### src/rtl/cfgl_pkg.sv
package cfgl_pkg;

    typedef enum logic [1:0] {
        M_MASTER_SER,
        M_SLAVE_SER,
        M_SLAVE_PAR,
        M_BAD
    } load_mode_t;

    typedef enum logic [1:0] {
        S_INIT,
        S_LOAD,
        S_PASS,
        S_FAULT
    } ld_state_t;

    localparam logic [2:0] PINS_MASTER_SER = 3'b000;
    localparam logic [2:0] PINS_SLAVE_SER  = 3'b111;
    localparam logic [2:0] PINS_SLAVE_PAR  = 3'b110;

    function automatic load_mode_t decode_pins(input logic [2:0] pins);
        load_mode_t m;
        unique case (pins)
            PINS_MASTER_SER: m = M_MASTER_SER;
            PINS_SLAVE_SER:  m = M_SLAVE_SER;
            PINS_SLAVE_PAR:  m = M_SLAVE_PAR;
            default:         m = M_BAD;
        endcase
        return m;
    endfunction

endpackage

### src/rtl/cfgl_ctrl.sv
module cfgl_ctrl
    import cfgl_pkg::*;
#(
    parameter int INIT_CYCLES = 8,
    parameter int WCNT_W      = 8
) (
    input  logic              clk,
    input  logic              rst_n,
    input  logic [2:0]        mode_pins,
    input  logic [WCNT_W-1:0] frame_total,
    input  logic              word_valid,
    output logic              load_en,
    output logic              pass_en,
    output logic              fault,
    output logic              master_run,
    output logic              slave_run,
    output logic              byte_mode,
    output logic [WCNT_W-1:0] word_idx
);

    localparam int ICW = (INIT_CYCLES > 1) ? $clog2(INIT_CYCLES) : 1;

    ld_state_t         state, state_nx;
    load_mode_t        mode_q, mode_dec;
    logic [ICW-1:0]    init_cnt;
    logic [WCNT_W-1:0] total_q;
    logic              init_end;
    logic              last_word;

    assign mode_dec  = decode_pins(mode_pins);
    assign init_end  = (init_cnt == ICW'(INIT_CYCLES - 1));
    assign last_word = word_valid &&
                       (({1'b0, word_idx} + 1'b1) == {1'b0, total_q});

    // state register
    always_ff @(posedge clk or negedge rst_n) begin
        if (!rst_n) state <= S_INIT;
        else        state <= state_nx;
    end

    // transitions
    always_comb begin
        state_nx = state;
        unique case (state)
            S_INIT: begin
                if (init_end) begin
                    if (mode_dec == M_BAD)      state_nx = S_FAULT;
                    else if (frame_total == '0) state_nx = S_PASS;
                    else                        state_nx = S_LOAD;
                end
            end
            S_LOAD:  if (last_word) state_nx = S_PASS;
            S_PASS:  state_nx = S_PASS;
            S_FAULT: state_nx = S_FAULT;
            default: state_nx = S_INIT;
        endcase
    end

    // latched configuration and counters
    always_ff @(posedge clk or negedge rst_n) begin
        if (!rst_n) begin
            init_cnt <= '0;
            mode_q   <= M_BAD;
            total_q  <= '0;
            word_idx <= '0;
        end else begin
            if (state == S_INIT) begin
                if (!init_end) begin
                    init_cnt <= init_cnt + 1'b1;
                end else begin
                    mode_q  <= mode_dec;
                    total_q <= frame_total;
                end
            end
            if (state == S_LOAD && word_valid) word_idx <= word_idx + 1'b1;
        end
    end

    // outputs
    always_comb begin
        load_en    = (state == S_LOAD);
        pass_en    = (state == S_PASS);
        fault      = (state == S_FAULT);
        master_run = (load_en || pass_en) && (mode_q == M_MASTER_SER);
        slave_run  = (load_en || pass_en) &&
                     ((mode_q == M_SLAVE_SER) || (mode_q == M_SLAVE_PAR));
        byte_mode  = (mode_q == M_SLAVE_PAR);
    end

endmodule

### src/rtl/cfgl_clkgen.sv
module cfgl_clkgen #(
    parameter int CCLK_HALF   = 2,
    parameter int SYNC_STAGES = 2
) (
    input  logic clk,
    input  logic rst_n,
    input  logic master_run,
    input  logic slave_run,
    input  logic ext_cclk,
    output logic cclk_out,
    output logic beat
);

    localparam int HCW = (CCLK_HALF > 1) ? $clog2(CCLK_HALF) : 1;

    logic                   cclk_q;
    logic                   half_tick;
    logic [SYNC_STAGES-1:0] sync_q;
    logic                   sync_prev;
    logic                   beat_m, beat_s;

    generate
        if (CCLK_HALF == 1) begin : g_fast
            assign half_tick = 1'b1;
        end else begin : g_div
            logic [HCW-1:0] half_cnt;
            always_ff @(posedge clk or negedge rst_n) begin
                if (!rst_n)                              half_cnt <= '0;
                else if (!master_run)                    half_cnt <= '0;
                else if (half_cnt == HCW'(CCLK_HALF - 1)) half_cnt <= '0;
                else                                     half_cnt <= half_cnt + 1'b1;
            end
            assign half_tick = (half_cnt == HCW'(CCLK_HALF - 1));
        end
    endgenerate

    always_ff @(posedge clk or negedge rst_n) begin
        if (!rst_n)           cclk_q <= 1'b0;
        else if (!master_run) cclk_q <= 1'b0;
        else if (half_tick)   cclk_q <= ~cclk_q;
    end

    always_ff @(posedge clk or negedge rst_n) begin
        if (!rst_n) begin
            sync_q    <= '0;
            sync_prev <= 1'b0;
        end else begin
            sync_q    <= {sync_q[SYNC_STAGES-2:0], ext_cclk};
            sync_prev <= sync_q[SYNC_STAGES-1];
        end
    end

    assign beat_m   = master_run && half_tick && !cclk_q;
    assign beat_s   = slave_run && sync_q[SYNC_STAGES-1] && !sync_prev;
    assign beat     = beat_m || beat_s;
    assign cclk_out = cclk_q;

endmodule

### src/rtl/cfgl_assembler.sv
module cfgl_assembler #(
    parameter int WORD_W = 32,
    parameter int BYTE_W = 8
) (
    input  logic              clk,
    input  logic              rst_n,
    input  logic              enable,
    input  logic              beat,
    input  logic              byte_mode,
    input  logic              ser_bit,
    input  logic [BYTE_W-1:0] par_byte,
    output logic              word_valid,
    output logic [WORD_W-1:0] word_data
);

    localparam int SER_BEATS = WORD_W;
    localparam int PAR_BEATS = WORD_W / BYTE_W;
    localparam int BCW       = $clog2(SER_BEATS);

    logic [WORD_W-1:0] shreg, shreg_nx;
    logic [BCW-1:0]    beat_cnt;
    logic              last_beat;

    always_comb begin
        if (byte_mode) shreg_nx = {shreg[WORD_W-BYTE_W-1:0], par_byte};
        else           shreg_nx = {shreg[WORD_W-2:0], ser_bit};
        last_beat = byte_mode ? (beat_cnt == BCW'(PAR_BEATS - 1))
                              : (beat_cnt == BCW'(SER_BEATS - 1));
    end

    always_ff @(posedge clk or negedge rst_n) begin
        if (!rst_n) begin
            shreg      <= '0;
            beat_cnt   <= '0;
            word_valid <= 1'b0;
            word_data  <= '0;
        end else begin
            word_valid <= 1'b0;
            if (!enable) begin
                beat_cnt <= '0;
            end else if (beat) begin
                shreg <= shreg_nx;
                if (last_beat) begin
                    beat_cnt   <= '0;
                    word_valid <= 1'b1;
                    word_data  <= shreg_nx;
                end else begin
                    beat_cnt <= beat_cnt + 1'b1;
                end
            end
        end
    end

endmodule

### src/rtl/cfg_stream_loader.sv
module cfg_stream_loader #(
    parameter int INIT_CYCLES = 8,
    parameter int CCLK_HALF   = 2,
    parameter int SYNC_STAGES = 2,
    parameter int WCNT_W      = 8,
    parameter int WORD_W      = 32,
    parameter int BYTE_W      = 8
) (
    input  logic              clk,
    input  logic              rst_n,
    input  logic [2:0]        mode_pins,
    input  logic [WCNT_W-1:0] frame_total,
    input  logic              ext_cclk,
    input  logic              ser_din,
    input  logic [BYTE_W-1:0] par_din,
    output logic              cclk_out,
    output logic              cclk_oe,
    output logic              mem_we,
    output logic [WCNT_W-1:0] mem_addr,
    output logic [WORD_W-1:0] mem_wdata,
    output logic              dout,
    output logic              load_full,
    output logic              mode_err
);

    logic load_en, pass_en, fault;
    logic master_run, slave_run, byte_mode;
    logic beat, word_valid;
    logic dout_q;

    cfgl_ctrl #(
        .INIT_CYCLES (INIT_CYCLES),
        .WCNT_W      (WCNT_W)
    ) u_ctrl (
        .clk         (clk),
        .rst_n       (rst_n),
        .mode_pins   (mode_pins),
        .frame_total (frame_total),
        .word_valid  (word_valid),
        .load_en     (load_en),
        .pass_en     (pass_en),
        .fault       (fault),
        .master_run  (master_run),
        .slave_run   (slave_run),
        .byte_mode   (byte_mode),
        .word_idx    (mem_addr)
    );

    cfgl_clkgen #(
        .CCLK_HALF   (CCLK_HALF),
        .SYNC_STAGES (SYNC_STAGES)
    ) u_clkgen (
        .clk        (clk),
        .rst_n      (rst_n),
        .master_run (master_run),
        .slave_run  (slave_run),
        .ext_cclk   (ext_cclk),
        .cclk_out   (cclk_out),
        .beat       (beat)
    );

    cfgl_assembler #(
        .WORD_W (WORD_W),
        .BYTE_W (BYTE_W)
    ) u_asm (
        .clk        (clk),
        .rst_n      (rst_n),
        .enable     (load_en),
        .beat       (beat),
        .byte_mode  (byte_mode),
        .ser_bit    (ser_din),
        .par_byte   (par_din),
        .word_valid (word_valid),
        .word_data  (mem_wdata)
    );

    // daisy-chain output: high until full, then forwards serial bits
    always_ff @(posedge clk or negedge rst_n) begin
        if (!rst_n)                            dout_q <= 1'b1;
        else if (!pass_en)                     dout_q <= 1'b1;
        else if (beat && !byte_mode)           dout_q <= ser_din;
    end

    assign dout      = dout_q;
    assign mem_we    = word_valid;
    assign load_full = pass_en;
    assign mode_err  = fault;
    assign cclk_oe   = master_run;

endmodule

### config.mk
export PLATFORM = sky130hd
export DESIGN_NAME = cfg_stream_loader
export DESIGN_NICKNAME = d
export VERILOG_FILES = /design/src/rtl/cfgl_pkg.sv /design/src/rtl/cfgl_ctrl.sv /design/src/rtl/cfgl_clkgen.sv /design/src/rtl/cfgl_assembler.sv /design/src/rtl/cfg_stream_loader.sv
export SDC_FILE = /design/constraint.sdc
export NUM_CORES = 1
export LEC_CHECK = 0
export BUFFER_PORTS_ARGS = -buffer_cell sky130_fd_sc_hd__buf_4
export CORE_UTILIZATION = 45
export CTS_BUF_LIST = sky130_fd_sc_hd__clkbuf_8
export DETAILED_ROUTE_END_ITERATION = 10
export GPL_ROUTABILITY_DRIVEN = 0
export PLACE_DENSITY = 0.68
export SLEW_MARGIN = 20
export SYNTH_ARGS = -nofsm -noshare
export SYNTH_HDL_FRONTEND = slang
export SYNTH_SLANG_ARGS = --single-unit
### constraint.sdc
create_clock -name clk -period 3.5 [get_ports clk]
set_clock_uncertainty 0.2 [all_clocks]
set_input_delay 0.875 -clock clk [delete_from_list [all_inputs] [get_ports clk]]
set_output_delay 0.875 -clock clk [all_outputs]
set_load 0.01 [all_outputs]
==> metrics.csv, run 1 <==
stage;metric;value;unit
outcome;status;finished, final reports clean;
cts;CTS sink count;98;
drt;vias per inst;5.08;
setup_path;Setup crit start;u_ctrl.state[0]$_DFFE_PN0P_;
drt;final wirelength;8660;µm
cts;# resized after CTS;0;
finish;Layout Utilization;0.556;
setup_path;CP arrival;1.52;ns
finish;antenna cells;0;
cts;clk root buf;clkbuf_8;
finish;most frequent cells in the layout;95 x dfrtp_1, 71 x buf_4, 45 x nand2_1;
yosys;ranking of synthesized cells by area;dfrtp_1 54%, mux2i_1 8.6%, o21ai_0 4.5%;
place;HPWL after DPL;5970;µm
drt;antenna viol nets, final;0;
yosys;sequential area share after synthesis;0.557;
cts;CTS Buf Count;9;
place;placed cells;589;
finish;Layout Nets;505;
yosys;Warnings, synthesis;0;
setup_path;Worst setup EP type;output pin;
cts;CTS tree;built;
setup_path;Reg2Reg Launch Point;u_ctrl.state[0]$_DFFE_PN0P_;
finish;Finished Layout Cells;605;
min_path;Hold Path Stages;0;
grt;first-pass GRT wire length;14500;µm
min_path;Hold Crit Start;u_clkgen.sync_q[0]$_DFF_PN0_;
floorplan;Die ar.;10200;µm²
floorplan;Die Height;101;µm
drt;DRC violations left;0;
setup_path;Worst R2R Setup Slack;0.92;ns
pwr;Lkg Pwr;2.47;nW
timing;worst-margin pin slew;0.617;ns
timing;RSZ-0062 raised after global routing;false;
run;max_cap viols;0;
timing;Final Max Tran Viols;0;
drt;DR iter-0 viols;91;
timing;Final Setup Violations;0;
grt;vias in the first global route;2939;
drt;routed via count;3075;
finish;commonest non-fill, non-tap cell in the layout;dfrtp_1;
yosys;post-synth cell types;39;
min_path;hold crit path type;reg2reg;
cts;CTS Buffer Depth;2;
floorplan;IO Pins;69;
floorplan;core area;9370;µm²
cts;CTS Hold Bufs;0;
finish;Register Area;2460;µm²
yosys;Mapped Cells;410;
cts;post-CTS setup buffers;0;
setup_path;FF-to-FF End;u_asm.word_data[14]$_DFFE_PN0P_;
cts;clock latency at the later pin of the worst-skew pair;0.36;ns
floorplan;DIE WIDTH;101;µm
pwr;Power Density;458;nW/µm²
floorplan;Rows;35;
drt;Initial DRT Pass Iterations;4;
min_path;worst hold endpoint;u_clkgen.sync_q[1]$_DFF_PN0_;
timing;Fin. Hold Viols;0;
yosys;post-synth top area share;0.539;
yosys;syn nets;444;
yosys;register bit total from synthesis;98;
place;port bufs;68;
setup_path;Worst setup SP type;flip-flop;
yosys;Mapped Area;4410;µm²
finish;Area Overhead vs Synth;18.3;%
yosys;largest area contributor in the synthesized netlist;dfrtp_1;
floorplan;Initial Util;0.470;
finish;Multi-input gate area;1830;µm²
setup_path;CP required;2.42;ns
timing;setup TNS;0;ns
yosys;Avg Inst Size Synth;10.8;µm²
cts;htree depth;3;
grt;initial antenna violation count;0;
setup_path;crit path kind;reg2out;
setup_path;Worst R2R Path Depth;9;
finish;layout cells sized above 1;0.229;
grt;total congestion overflow;0;
setup_path;crit path max fanout;4;
timing;maximum clock rate;385;MHz
pwr;VDD IR-drop max;212;µV
drt;WL/cell;14.3;µm
timing;Relative slew margins;0.584;
grt;largest net degree at the start of global routing;99;
cts;Worst-path clk slew;0.09;ns
finish;Fillers;872;
timing;fin crit share;0.742;
timing;post-layout min period;2.60;ns
grt;GR Util All Layers;0.183;
[synth_stat cells]
library cell,instances
nand4_2,1
o41ai_2,1
nand2_2,1
nor3b_1,1
nor4_1,2
dfstp_2,3
nand4b_1,1
and2_1,3
o2111ai_1,1
a21oi_1,35
a21o_1,1
o21ai_2,1
inv_1,5
buf_2,5
buf_6,1
xnor2_1,7
nand3b_1,1
mux2_2,11
mux2_1,1
nor3_1,5
nand4_1,2
and4b_1,1
xor2_1,12
dfrtp_1,95
o32ai_2,1
nor2b_1,4
mux2i_1,38
buf_4,4
o31ai_1,1
clkbuf_1,9
nand2b_1,4
nand2_1,45
o21ai_0,40
buf_1,3
nor4b_1,1
nand3_1,10
nor2_1,40
and3_1,2
ha_1,11
[per-stage QoR]
stage	area, µm²	setup slack, ns	hold WS [ns]	total power [mW]
floorplan	4410	1.27	0.131	1.53
global placement	5020	1.06	0.134	1.68
detailed placement	5020	0.915	0.147	1.70
CTS	5220	0.880	0.170	2.42
global route	5220	0.651	0.175	2.52
finish	5220	0.902	0.165	2.39
[how the worst max path moves through the flow]
stage | cells after the start | to | slack [ns]
3_3_place_gp | 9 | u_asm.word_data[20]$_DFFE_PN0P_ | 1.06
4_1_cts | 5 | cclk_oe | 0.88
5_1_grt | 9 | u_asm.word_data[31]$_DFFE_PN0P_ | 0.65
3_5_place_dp | 9 | u_asm.word_data[14]$_DFFE_PN0P_ | 0.91
6_report | 5 | cclk_oe | 0.90
2_1_floorplan | 7 | u_ctrl.state[1]$_DFFE_PN0P_ | 1.27
[metal layers]
layer,up-vias,track usage,share of wire
met5,-,0,0
met4,0,0.0736,0.018
met3,14,0.0250,0.028
met2,60,0.279,0.46
met1,1472,0.265,0.49
li1,1529,-,-
[state kept, by name, summed over array words and instances (netlist names), 2 cells and up]
signal           count
u_clkgen.sync_q      2
u_ctrl.init_cnt      3
u_asm.shreg         31
u_asm.beat_cnt       5
u_asm.word_data     32
u_ctrl.total_q       8
u_ctrl.state         2
u_ctrl.mode_q        2
u_ctrl.word_idx      8
[report_power, final]
part / total [mW] / internal, mW / switching [mW]
clock: 0.717 / 0.295 / 0.422
combinational: 0.334 / 0.152 / 0.182
sequential: 1.34 / 1.24 / 0.0986
total: 2.39 / 1.69 / 0.702
[logic make-up after synthesis]
group / Yosys count / synth area share
buffers and inverters: 27 / 0.0295
AOI/OAI and AO/OA: 81 / 0.0999
DFF: 98 / 0.557
adders and majority gates: 11 / 0.0312
xor gates and xnor gates: 19 / 0.0378
and+or+nand+nor: 124 / 0.127
muxes: 50 / 0.117
[area by class of cell]
class,instances,area share
Tap cell,129,0.0310
Sequential cell,98,0.471
Clock buffer,10,0.0264
Inverter,5,0.00360
Timing Repair Buffer,72,0.106
Clock inverter,6,0.0108
Multi-Input combinational cell,285,0.351
[critical path: stages (launching register included)]
cell	delay, ns
dfrtp_1	0.39
inv_1	0.10
ha_1	0.32
nand2_1	0.15
inv_1	0.07
buf_4	0.14
No activity file was read; power rests on OpenSTA's default activity.
==> run 2, diff against run 1 <==
==> constraint.sdc (replaced) <==
create_clock -name clk -period 2.57 [get_ports clk]
set_clock_uncertainty 0.2 [all_clocks]
set_input_delay 0.6425 -clock clk [delete_from_list [all_inputs] [get_ports clk]]
set_output_delay 0.6425 -clock clk [all_outputs]
set_load 0.01 [all_outputs]
==> run 2 against run 1 <==
Via count grew 0.36%. Non-clock buffer count grew 3. Wire length grew 2.4%. Register-to-register slack lost 0.72 ns. Utilization grew 0.49 points. Cell area grew 0.89%. Count of clock-buffer cells in the layout is the same. Setup slack lost 0.71 ns. Global-route usage grew 0.67 points. Clock power grew 37%. First-iteration DRC count grew 20%. Largest cell class unchanged.
==> metrics.csv, run 2 (synthesis results as in run 1) <==
stage;metric;value;unit;change
drt;Initial DRT Pass Iterations;4;;unchanged
pwr;VDD IR-drop max;316;µV;+49%
cts;# resized after CTS;0;;unchanged
setup_path;Worst setup SP type;flip-flop;;
setup_path;CP arrival;2.44;ns;+0.92 ns
setup_path;Worst R2R Setup Slack;0.20;ns;-0.72 ns
timing;RSZ-0062 raised after global routing;false;;
grt;met3 usage;0.0312;;+0.00624
finish;Area Overhead vs Synth;19.4;%;
finish;Register Area;2460;µm²;unchanged
grt;vias in the first global route;3023;;+2.9%
cts;Worst-path clk slew;0.10;ns;about the same
pwr;Lkg Pwr;2.49;nW;+1.1%
floorplan;Rows;35;;unchanged
drt;routed via count;3086;;+0.36%
cts;CTS tree;built;;
cts;CTS Buf Count;9;;unchanged
setup_path;CP required;2.63;ns;+0.21 ns
setup_path;Worst R2R Path Depth;7;;-2
floorplan;DIE WIDTH;101;µm;unchanged
timing;Final Setup Violations;0;;unchanged
timing;Fin. Hold Viols;0;;unchanged
timing;post-layout min period;2.37;ns;
setup_path;Worst setup EP type;flip-flop;;
grt;initial antenna violation count;0;;unchanged
drt;DR iter-0 viols;109;;+20%
timing;worst-margin pin slew;0.541;ns;-0.0760 ns
place;port bufs;68;;unchanged
finish;Layout Nets;508;;+0.59%
finish;most frequent cells in the layout;95 x dfrtp_1, 72 x buf_4, 45 x nand2_1;;
cts;htree depth;3;;unchanged
drt;antenna viol nets, final;0;;unchanged
place;HPWL after DPL;6210;µm;+4.1%
floorplan;Die ar.;10200;µm²;unchanged
grt;largest net degree at the start of global routing;65;;-34%
finish;Multi-input gate area;1830;µm²;unchanged
cts;clock latency at the later pin of the worst-skew pair;0.38;ns;+0.02 ns
finish;largest reg by FF count;u_asm.word_data;;
finish;Fillers;880;;+0.92%
setup_path;Reg2Reg Launch Point;u_ctrl.word_idx[0]$_DFFE_PN0P_;;
setup_path;crit path kind;reg2reg;;
grt;GRT busiest layer;met2;;
cts;CTS Hold Bufs;0;;unchanged
cts;post-CTS setup buffers;0;;unchanged
setup_path;crit path max fanout;6;;+2
setup_path;FF-to-FF End;u_ctrl.state[1]$_DFFE_PN0P_;;
setup_path;critical path capture point;u_ctrl.state[1]$_DFFE_PN0P_;;
cts;clk root buf;clkbuf_8;;
grt;total congestion overflow;0;;unchanged
floorplan;Die Height;101;µm;unchanged
pwr;Power Density;622;nW/µm²;+36%
drt;final wirelength;8870;µm;+2.4%
timing;Final Max Tran Viols;0;;unchanged
run;max_cap viols;0;;unchanged
finish;antenna cells;0;;unchanged
grt;GR Util All Layers;0.190;;+0.00670
drt;vias per inst;5.08;;-0.14%
floorplan;core area;9370;µm²;unchanged
timing;Relative slew margins;0.639;;+0.0550
cts;CTS sink count;98;;unchanged
floorplan;IO Pins;69;;unchanged
drt;DRC violations left;0;;unchanged
grt;GR met1 Demand/Resource;0.265;;about the same
finish;commonest non-fill, non-tap cell in the layout;dfrtp_1;;
cts;CTS Buffer Depth;2;;unchanged
pwr;overall power;3.27;mW;+37%
outcome;status;finished, final reports clean;;
drt;WL/cell;14.6;µm;+1.9%
timing;maximum clock rate;421;MHz;
floorplan;Initial Util;0.470;;unchanged
min_path;hold crit path type;in2async;;
finish;layout cells sized above 1;0.234;;+0.00483
finish;biggest regs;u_asm.word_data x32, u_asm.shreg x31;;
timing;fin crit share;0.924;;
finish;Largest register FFs;32;;unchanged
setup_path;Setup crit start;u_ctrl.word_idx[0]$_DFFE_PN0P_;;
grt;first-pass GRT wire length;14800;µm;+1.8%
timing;setup TNS;0;ns;unchanged
grt;grt met2 use;0.299;;+0.0195
## run 2: cell count changes in the layout (fill, tap and decap cells not counted)
| cell | delta |
|---|---|
| buf_12 | +2 |
| buf_4 | +1 |
| clkinv_4 | +1 |
| clkinvlp_4 | -1 |
| inv_6 | +1 |
| inv_8 | -1 |
## run 2: report_power, final
part	switching, mW	internal (mW)	total, mW
clock network	0.584	0.400	0.984
registers	0.137	1.69	1.83
logic	0.252	0.211	0.463
total	0.973	2.30	3.27
## run 2: worst min-delay path by stage
stage | from | endpoint | cells after the start
after floorplan | u_clkgen.sync_q[0]$_DFF_PN0_ | u_clkgen.sync_q[1]$_DFF_PN0_ | 0
after global placement | u_clkgen.sync_q[0]$_DFF_PN0_ | u_clkgen.sync_q[1]$_DFF_PN0_ | 0
after detailed placement | u_clkgen.sync_q[0]$_DFF_PN0_ | u_clkgen.sync_q[1]$_DFF_PN0_ | 0
after CTS | rst_n | u_ctrl.total_q[2]$_DFFE_PN0P_ | 1
after global routing | rst_n | u_ctrl.total_q[3]$_DFFE_PN0P_ | 1
final | rst_n | u_ctrl.state[1]$_DFFE_PN0P_ | 1
## run 2: critical path, cell delays in order (launching register included)
cell and delay [ns]:
dfrtp_1 0.47, ha_1 0.29, nand3_1 0.16, nor2_1 0.16
mux2i_1 0.20, nand3_1 0.10, o32ai_2 0.35, mux2_1 0.35
## run 2: final cells by class
class,instances,share of cell area
tap,129,0.0307
sequential,98,0.467
clock buffer,10,0.0262
clock inverter,6,0.0105
timing repair buffer,75,0.114
multi-input combinational,285,0.348
inverter,5,0.00357
## run 2: per-stage QoR
stage	setup WS [ns]	instance area [µm²]	util	cells	hold slack [ns]
2_1_floorplan	0.337	4410	-	410	0.131
3_3_place_gp	0.302	5070	0.541	592	0.132
3_5_place_dp	0.184	5070	0.541	592	0.150
4_1_cts	0.175	5260	0.561	608	0.0441
5_1_grt	0.0526	5260	0.561	608	0.0649
6_report	0.195	5260	0.561	608	0.0354
## run 2: metal layers
metal,part of all wire,vias up
met5,0,-
met4,0.017,0
met2,0.47,65
li1,-,1530
met3,0.036,12
met1,0.48,1479
